$ cat config.mk
export PLATFORM = sky130hd
export DESIGN_NAME = sar_conv_seq
export DESIGN_NICKNAME = d
export VERILOG_FILES = /design/src/rtl/sar_pkg.sv /design/src/rtl/sar_prescaler.sv /design/src/rtl/sar_start_gate.sv /design/src/rtl/sar_approx_reg.sv /design/src/rtl/sar_conv_seq.sv
export SDC_FILE = /design/constraint.sdc
export NUM_CORES = 1
export LEC_CHECK = 0
export BUFFER_PORTS_ARGS = -buffer_cell sky130_fd_sc_hd__buf_2
export CAP_MARGIN = 5
export CORE_ASPECT_RATIO = 1.5
export CORE_MARGIN = 1.5
export CORE_UTILIZATION = 45
export CTS_CLUSTER_DIAMETER = 120
export DETAILED_ROUTE_END_ITERATION = 16
export SYNTH_ARGS = -nofsm -noshare
export SYNTH_HDL_FRONTEND = slang
export SYNTH_SLANG_ARGS = --single-unit
$ cat constraint.sdc
create_clock -name clk -period 4.65 [get_ports clk]
set_clock_uncertainty 0.15 [all_clocks]
set_input_delay 0.6975 -clock clk [delete_from_list [all_inputs] [get_ports clk]]
set_output_delay 0.6975 -clock clk [all_outputs]
set_load 0.005 [all_outputs]
$ cat src/rtl/sar_pkg.sv
package sar_pkg;
  localparam int RES_MAX = 12;
  localparam int RES_MIN = 8;
  localparam int SEL_W   = 3;
  localparam int GAIN_W  = 2;
  localparam int DIV_MIN_SHIFT = 2;
  localparam int IDX_W   = $clog2(RES_MAX);
  localparam int CNT_W   = DIV_MIN_SHIFT + (1 << SEL_W) - 1;

  typedef enum logic [1:0] {
    ST_IDLE   = 2'd0,
    ST_SAMPLE = 2'd1,
    ST_GAIN   = 2'd2,
    ST_BITS   = 2'd3
  } sar_state_e;
endpackage

$ cat src/rtl/sar_prescaler.sv
module sar_prescaler #(
  parameter int SEL_W = 3,
  parameter int MIN_SHIFT = 2,
  localparam int CNT_W = MIN_SHIFT + (1 << SEL_W) - 1
) (
  input  logic             clk,
  input  logic             rst_n,
  input  logic [SEL_W-1:0] sel_i,
  output logic             tick_mid_o,
  output logic             tick_end_o,
  output logic             clk_hi_o
);
  logic [CNT_W-1:0] cnt_q, cnt_d;
  logic [CNT_W-1:0] lim, half;

  always_comb begin
    lim  = CNT_W'((1 << (int'(sel_i) + MIN_SHIFT)) - 1);
    half = lim >> 1;
    tick_end_o = (cnt_q >= lim);
    tick_mid_o = (cnt_q == half);
    clk_hi_o   = (cnt_q <= half);
    cnt_d = tick_end_o ? '0 : cnt_q + 1'b1;
  end

  always_ff @(posedge clk or negedge rst_n) begin
    if (!rst_n) cnt_q <= '0;
    else        cnt_q <= cnt_d;
  end


  wrap_to_zero_chk: assert property (@(posedge clk) disable iff (!rst_n)
    tick_end_o |=> (cnt_q == '0));
endmodule

$ cat src/rtl/sar_start_gate.sv
module sar_start_gate (
  input  logic clk,
  input  logic rst_n,
  input  logic sw_req_i,
  input  logic evt_req_i,
  input  logic consume_i,
  output logic pend_o
);
  logic pend_q, pend_d;

  always_comb begin
    if (consume_i) pend_d = 1'b0;
    else           pend_d = pend_q | sw_req_i | evt_req_i;
  end

  always_ff @(posedge clk or negedge rst_n) begin
    if (!rst_n) pend_q <= 1'b0;
    else        pend_q <= pend_d;
  end

  assign pend_o = pend_q;


  pend_consumed_chk: assert property (@(posedge clk) disable iff (!rst_n)
    consume_i |=> !pend_o);
endmodule

$ cat src/rtl/sar_approx_reg.sv
module sar_approx_reg #(
  parameter int RES_MAX = 12,
  parameter int RES_MIN = 8,
  localparam int IDX_W = $clog2(RES_MAX)
) (
  input  logic               clk,
  input  logic               rst_n,
  input  logic               clear_i,
  input  logic               load_i,
  input  logic               res12_i,
  input  logic               decide_i,
  input  logic [IDX_W-1:0]   bidx_i,
  input  logic               cmp_i,
  output logic [RES_MAX-1:0] code_o,
  output logic [RES_MAX-1:0] dec_o
);
  logic [RES_MAX-1:0] code_q, code_d, seed;

  for (genvar i = 0; i < RES_MAX; i++) begin : g_bit
    localparam bit HI_SEED = (i == RES_MAX - 1);
    localparam bit LO_SEED = (i == RES_MIN - 1);
    always_comb begin
      seed[i] = res12_i ? HI_SEED : LO_SEED;
      if (bidx_i == IDX_W'(i))          dec_o[i] = cmp_i;
      else if (bidx_i == IDX_W'(i + 1)) dec_o[i] = 1'b1;
      else                              dec_o[i] = code_q[i];
    end
  end

  always_comb begin
    if (clear_i)       code_d = '0;
    else if (load_i)   code_d = seed;
    else if (decide_i) code_d = dec_o;
    else               code_d = code_q;
  end

  always_ff @(posedge clk or negedge rst_n) begin
    if (!rst_n) code_q <= '0;
    else        code_q <= code_d;
  end

  assign code_o = code_q;


  single_seed_chk: assert property (@(posedge clk) disable iff (!rst_n)
    (load_i && !clear_i) |=> ($countones(code_q) == 1));
endmodule

$ cat src/rtl/sar_conv_seq.sv
module sar_conv_seq
  import sar_pkg::*;
(
  input  logic               clk,
  input  logic               rst_n,
  input  logic [SEL_W-1:0]   presc_sel_i,
  input  logic               res12_i,
  input  logic [GAIN_W-1:0]  gain_i,
  input  logic               sw_start_i,
  input  logic               evt_start_i,
  input  logic               clr_done_i,
  input  logic               cmp_i,
  output logic               adc_clk_o,
  output logic               sample_o,
  output logic               busy_o,
  output logic [RES_MAX-1:0] trial_o,
  output logic [RES_MAX-1:0] result_o,
  output logic               done_o
);
  sar_state_e         st_q, st_d;
  logic [GAIN_W-1:0]  gcnt_q, gcnt_d, gain_q, gain_d;
  logic [IDX_W-1:0]   bidx_q, bidx_d;
  logic               res12_q, res12_d;
  logic               done_q, done_d;
  logic [RES_MAX-1:0] result_q, result_d, dec;
  logic               tick_mid, tick_end, clk_hi, pend;
  logic               launch, load, finish, decide;

  sar_prescaler #(.SEL_W(SEL_W), .MIN_SHIFT(DIV_MIN_SHIFT)) u_presc (
    .clk(clk), .rst_n(rst_n), .sel_i(presc_sel_i),
    .tick_mid_o(tick_mid), .tick_end_o(tick_end), .clk_hi_o(clk_hi)
  );

  sar_start_gate u_gate (
    .clk(clk), .rst_n(rst_n), .sw_req_i(sw_start_i), .evt_req_i(evt_start_i),
    .consume_i(launch), .pend_o(pend)
  );

  sar_approx_reg #(.RES_MAX(RES_MAX), .RES_MIN(RES_MIN)) u_approx (
    .clk(clk), .rst_n(rst_n), .clear_i(launch), .load_i(load),
    .res12_i(res12_q), .decide_i(decide), .bidx_i(bidx_q), .cmp_i(cmp_i),
    .code_o(trial_o), .dec_o(dec)
  );

  always_comb begin
    st_d    = st_q;
    gcnt_d  = gcnt_q;
    bidx_d  = bidx_q;
    res12_d = res12_q;
    gain_d  = gain_q;
    launch  = 1'b0;
    load    = 1'b0;
    finish  = 1'b0;
    decide  = (st_q == ST_BITS) && (tick_mid || tick_end);
    unique case (st_q)
      ST_IDLE: begin
        if (tick_end && pend) begin
          launch  = 1'b1;
          st_d    = ST_SAMPLE;
          res12_d = res12_i;
          gain_d  = gain_i;
        end
      end
      ST_SAMPLE: begin
        if (tick_end) begin
          load   = 1'b1;
          bidx_d = res12_q ? IDX_W'(RES_MAX - 1) : IDX_W'(RES_MIN - 1);
          if (gain_q == '0) begin
            st_d = ST_BITS;
          end else begin
            st_d   = ST_GAIN;
            gcnt_d = gain_q - 1'b1;
          end
        end
      end
      ST_GAIN: begin
        if (tick_end) begin
          if (gcnt_q == '0) st_d = ST_BITS;
          else              gcnt_d = gcnt_q - 1'b1;
        end
      end
      ST_BITS: begin
        if (decide) begin
          if (tick_end && bidx_q == '0) begin
            finish = 1'b1;
            if (pend) begin
              launch  = 1'b1;
              st_d    = ST_SAMPLE;
              res12_d = res12_i;
              gain_d  = gain_i;
            end else begin
              st_d = ST_IDLE;
            end
          end else begin
            bidx_d = bidx_q - 1'b1;
          end
        end
      end
      default: st_d = ST_IDLE;
    endcase
  end

  always_comb begin
    if (finish)                    done_d = 1'b1;
    else if (clr_done_i || launch) done_d = 1'b0;
    else                           done_d = done_q;
    result_d = finish ? dec : result_q;
  end

  always_ff @(posedge clk or negedge rst_n) begin
    if (!rst_n) begin
      st_q     <= ST_IDLE;
      gcnt_q   <= '0;
      gain_q   <= '0;
      bidx_q   <= '0;
      res12_q  <= 1'b0;
      done_q   <= 1'b0;
      result_q <= '0;
    end else begin
      st_q     <= st_d;
      gcnt_q   <= gcnt_d;
      gain_q   <= gain_d;
      bidx_q   <= bidx_d;
      res12_q  <= res12_d;
      done_q   <= done_d;
      result_q <= result_d;
    end
  end

  assign adc_clk_o = clk_hi;
  assign sample_o  = (st_q == ST_SAMPLE) && clk_hi;
  assign busy_o    = (st_q != ST_IDLE);
  assign result_o  = result_q;
  assign done_o    = done_q;


  first_is_sample_chk: assert property (@(posedge clk) disable iff (!rst_n)
    $rose(busy_o) |-> sample_o);


  done_after_bits_chk: assert property (@(posedge clk) disable iff (!rst_n)
    $rose(done_q) |-> $past(st_q == ST_BITS));


  flag_clear_chk: assert property (@(posedge clk) disable iff (!rst_n)
    (clr_done_i && !finish) |=> !done_q);


  result_hold_chk: assert property (@(posedge clk) disable iff (!rst_n)
    !$stable(result_q) |-> done_q);
endmodule

Yosys cells after proc, flatten, opt, wreduce, memory -nomap -nowiden
Cells that the tools add are included.

Register bits after elaboration: 46. Word-level logic and storage cells: 139. Output and inout port bits: 28.

Bitwise operators: 2. Magnitude comparators: 2. Reductions and logical operators: 20. Add/subtract/negate cells: 6. Muxes and demuxes: 72. Equality and inequality tests: 26. Shifts and indexed selects: 1.

Operator list (number): two-way mux 1 bit (44); two-way mux 12 bit (3); << shifter 1 x 32 -> 9 bit, first input constant (1); two-way mux 2 bit (14); equality test 4 bit, second input constant (5); equality test 4 x 3 -> 1 bit, second input constant (4); two-way mux 4 bit (4); != test 2 bit, second input constant (8); AND reduction 5 bit (2); nonzero test 2 bit (5); adder 9 x 1 -> 9 bit, second input constant (1); equality test 9 x 8 -> 1 bit (1); >= comparator 9 bit (1); <= comparator 9 x 8 -> 1 bit (1); two-way mux 9 bit (1); subtractor 9 x 2 -> 9 bit, second input constant (1); equality test 4 x 2 -> 1 bit, second input constant (2); one-hot mux 2 bit (2 select lines) (2); one-hot mux 2 bit (4 select lines) (1); one-hot mux 4 bit (2 select lines) (1); logical NOT 2 bit (3); AND reduction 6 bit (1); adder 3 x 2 -> 4 bit, second input constant (1); equality test 2 bit, second input constant (2); 12 further kinds (20).

Longest topological paths before layout
Depth after elaboration: 11. Gate-level depth with buffers: 15.

Cells and area by module
Synthesis repeated with hierarchy kept, for this count alone.

Cell total of the unflattened synthesis: 346. Area total of the unflattened synthesis: 3320.7 sq um.

Modules (own cells, without submodules): sar_conv_seq (area each 1405.1 sq um, seq. area each 600.6 sq um, cells an instance 126, times used 1); sar_prescaler (area each 1032.2 sq um, seq. area each 225.2 sq um, cells an instance 111, times used 1); sar_approx_reg (area each 849.6 sq um, seq. area each 300.3 sq um, cells an instance 106, times used 1); sar_start_gate (area each 33.8 sq um, seq. area each 25.0 sq um, cells an instance 3, times used 1).

Worst setup path after synthesis
OpenSTA, ideal clock, no wires.

Path kind: input port to flip-flop. Start: input presc_sel_i[2]. End: register result_q[11], in the netlist result_o[11]. Stages: 15. Arrival time: 4028 ps. Data required time: 4375 ps. Buffers on the path: 1. Slack: 348 ps. Cell sequence: inv_1 ha_1 nand2b_1 or3b_2 ha_1 xnor2_1 ha_1 a21o_1 a31oi_1 o21ai_0 a221oi_4 nor2_2 nand2_2 buf_4 mux2_2.

Cells in the longest elaborated chain, start to end: 8. Elaborated cells between the ends (all ways): 11. Classes of those cells: 2 x add/sub; 1 x order compare; 1 x eq/ne; 1 x shift; 3 x mux; 3 x reduce/logical.

Ends and longest elaborated chain: start, declared (RTL line sar_conv_seq.sv:6) `input logic [SEL_W-1:0] presc_sel_i,`; adder 3 x 2 -> 4 bit * (RTL line sar_prescaler.sv:17) `lim = CNT_W'((1 << (int'(sel_i) + MIN_SHIFT)) - 1);`; << shifter 1 x 32 -> 9 bit * (RTL line sar_prescaler.sv:17); subtractor 9 x 2 -> 9 bit * (RTL line sar_prescaler.sv:17); >= comparator 9 bit / equality test 9 x 8 -> 1 bit (equally long branches) (RTL line sar_prescaler.sv:19, sar_prescaler.sv:20); logical AND 1 bit / logical OR 1 bit (equally long branches) (RTL line sar_conv_seq.sv:84, sar_conv_seq.sv:54); two-way mux 1 bit / logical AND 1 bit (equally long branches) (RTL line sar_conv_seq.sv:84, sar_conv_seq.sv:54); two-way mux 1 bit * (RTL line sar_conv_seq.sv:83) `if (decide) begin`; two-way mux 1 bit * (RTL line sar_conv_seq.sv:55) `unique case (st_q)`; end signal, assigned (RTL line sar_conv_seq.sv:126) `result_q <= result_d;`; end, declared (RTL line sar_conv_seq.sv:25) `logic [RES_MAX-1:0] result_q, result_d, dec;`.

Mark *: on every way between the ends. The rest lies on a longest branch, timed or not. A chain may end at the register's enable or synchronous reset.

Final worst setup path
Start: input presc_sel_i[1]. End: output sample_o.

Cells in the longest elaborated chain, start to end: 5.

Ends and longest elaborated chain: adder 3 x 2 -> 4 bit (RTL line sar_prescaler.sv:17); << shifter 1 x 32 -> 9 bit (RTL line sar_prescaler.sv:17); subtractor 9 x 2 -> 9 bit (RTL line sar_prescaler.sv:17); <= comparator 9 x 8 -> 1 bit (RTL line sar_prescaler.sv:21) `clk_hi_o = (cnt_q <= half);`; logical AND 1 bit (RTL line sar_conv_seq.sv:131) `assign sample_o = (st_q == ST_SAMPLE) && clk_hi;`; end, declared (RTL line sar_conv_seq.sv:14) `output logic sample_o,`.

Every way passes these cells.

==> out/qor.txt <==
Peak VDD IR - 309 µV
PwrDens - 628 nW/µm²
Power, Total - 2.24 mW
I/O pin total - 40
Setup crit end kind - primary output
Post-Syn Area per Cell - 9.47 µm²
Post-Syn Area - 3170 µm²
Area grow syn2layout - 12.4%
Post-synthesis sequential area ratio - 0.363
Site row count - 37
Hold Violations, Final - 0
Via density per instance - 5.70
Tot GR Track Use - 0.211
Status - complete, no violations
Post-route ant nets - 0
Critical path fanouts, max - 4
Syn nets - 379
Pin count of the biggest net entering global routing - 47
Clock-pin transition on the worst setup and hold timing paths - 0.08 ns
Met1 wire length - 3.16 mm
Required @ worst endpoint - 3.80 ns
Die width - 71.6 µm
Max-slew violation count - 0
Sum Neg Setup Slack - 0 ns
Synth warn - 0
Antenna violations before repair - 0
Setup Fix Bufs, Post-CTS - 0
Synth top area cells - dfrtp_1 (36%), ha_1 (13%), a21oi_1 (6.5%), mux2_2 (3.9%), nand3_1 (3.3%)
Clock Sinks - 46
CTS buffer count - 5
Minimum clock period - 4.41 ns
CTS-repair resized insts - 0
Cells after Synth - 335
Die area - 7570 µm²
FF-to-FF path depth - 9
TritonRoute pass-1 iters - 6
Worst setup path category - in2out
Nets@finish - 420
Worst-margin pin slew - 1.05 ns
Met2 WL - 4.02 mm
Met3 wire length - 190 µm
Port Buffers - 39
Total gr overflow - 0
Worst hold margin - 0.344 ns
FF+latch count, synth - 46
Primary FF master, synth - dfrtp_1
Layout cell share with drive strength beyond 1 - 0.225
Leakage - 1.75 nW
Most frequent cell after synthesis - dfrtp_1
Die height - 106 µm
Clk buf depth - 2
Clk Latency, worst-skew pair - 0.30 ns
Routed len/inst - 16.4 µm
Post-DP HPWL - 5.59 mm
CTS root buf - clkbuf_8
Via count - 2594
Cts hold-fix bufs - 0
First-pass GRT wire length - 12.7 mm
Setup violations, final - 0
Post-synth top area share - 0.363
Final Cycle Share - 0.948
H-tree Lvls - 2
RSZ-0062 raised after global routing - no
Worst hold path startpoint - result_o[4]
Antenna diodes - 0
Dominant cell type by area after synthesis - dfrtp_1
Post-Route WL - 7.44 mm
Core Area - 6850 µm²
R2R Path Start - u_presc.cnt_q[2]
Top routing layer used - met4
DRT iter0 DRCs - 59
Post-synth cell types - 59
Drc violations - 0
Hold Path Class - reg2reg
CTS tree - yes
Worst EP arrival - 3.56 ns
Vias in the first global route - 2686
Hold depth - 1
Maximum capacitance violations - 0
Crit. Startpoint - presc_sel_i[1]
Gp weighted congestion - 0.842
Starting Density - 0.463
Synth top cells by count - dfrtp_1 (46), a21oi_1 (41), ha_1 (32)
Peak Freq - 0.227 GHz
FFs w/ async S/R, synth - 1.00
Max transition margin - 0.302
CP Launch Type - input port
Number of synthesized flops with an enable pin - 0
report_power, final:
part           total [mW]  switching, mW  internal [mW]
sequential          0.718          0.173          0.545
clock               0.295          0.134          0.161
combinational        1.22          0.705          0.519
total                2.24           1.01           1.22
path summary, 6_finish.rpt:
check / end / slack (ns)
worst max-delay path: sample_o / 0.24
worst min-delay path: result_o[4] / 0.34
worst max register to register: st_q[1] / 1.89
worst min register to register: result_o[4] / 0.34
max in group asynchronous: u_presc.cnt_q[1] / 3.28
min in group asynchronous: gcnt_q[1] / 0.42
metal layers:
layer | vias to the layer above | global-route usage
li1 | 1286 | -
met1 | 1263 | 0.239
met2 | 41 | 0.395
met3 | 4 | 0.0344
met4 | 0 | 0.0647
met5 | - | 0
state kept, by name, indices dropped and copies added (netlist names), 2 cells and up:
register and cells:
result_o 12, u_approx.code_o 12, u_presc.cnt_q 9, bidx_q 4
gain_q 2, gcnt_q 2, st_q 2
cells in the final DEF, fill, tap and decap left out, types with 2 or more instances in the layout:
master	instances
ha_1	32
o21ai_0	13
or2_2	3
o21ai_2	2
xor2_1	5
nand3_1	21
nand2b_1	4
nor3_1	3
mux2i_1	3
a21o_1	4
buf_2	39
xnor2_1	4
o31ai_1	2
mux2_1	6
clkbuf_1	2
clkbuf_8	5
o21ai_1	9
or3_1	3
nand2_1	19
nor2_1	28
nor4_1	2
inv_1	16
buf_4	7
a31oi_1	5
nand4_1	2
a31o_2	2
a32oi_1	3
a21oi_1	41
nor2b_1	6
xnor2_2	2
mux2_2	11
dfrtp_1	46
worst max-delay path: stages:
cell,delay (ns)
buf_2,0.09
inv_1,0.06
ha_1,0.34
nand2b_1,0.18
or3b_2,0.45
ha_1,0.26
xnor2_2,0.16
ha_1,0.33
a21oi_1,0.13
o21ai_0,0.10
a21oi_1,0.13
o21bai_1,0.09
a211o_1,0.31
a21oi_1,0.12
buf_2,0.13
layout make-up:
cell class                      count  area [µm²]
Clock buffer                        7        76.3
Inverter                           16        60.1
Sequential cell                    46        1150
Fill cell                         663        3290
Multi-Input combinational cell    261        1900
Tap cell                           78        97.6
Clock inverter                      1        30.0
Timing Repair Buffer               46         248
metrics by stage:
| stage | cell area (µm²) | worst slack [ns] | utilization | instances |
|---|---|---|---|---|
| floorplan | 3170 | 0.348 | - | 335 |
| global placement | 3450 | 0.183 | 0.504 | 447 |
| detailed placement | 3450 | 0.0852 | 0.504 | 447 |
| CTS | 3560 | 0.219 | 0.519 | 455 |
| global route | 3560 | 0.0384 | 0.520 | 455 |
| finish | 3560 | 0.243 | 0.520 | 455 |
cell families (layout without fill, tap and decap cells):
family / count (synthesis) / count (layout) / share of synthesized area
mux: 20 / 20 / 0.0698
fa+ha+maj: 32 / 32 / 0.126
compound gates: 94 / 94 / 0.191
simple gates: 103 / 103 / 0.170
xor+xnor: 12 / 12 / 0.0402
flops: 46 / 46 / 0.363
buf+inv: 28 / 70 / 0.0398
No activity file was read; power rests on OpenSTA's default activity.
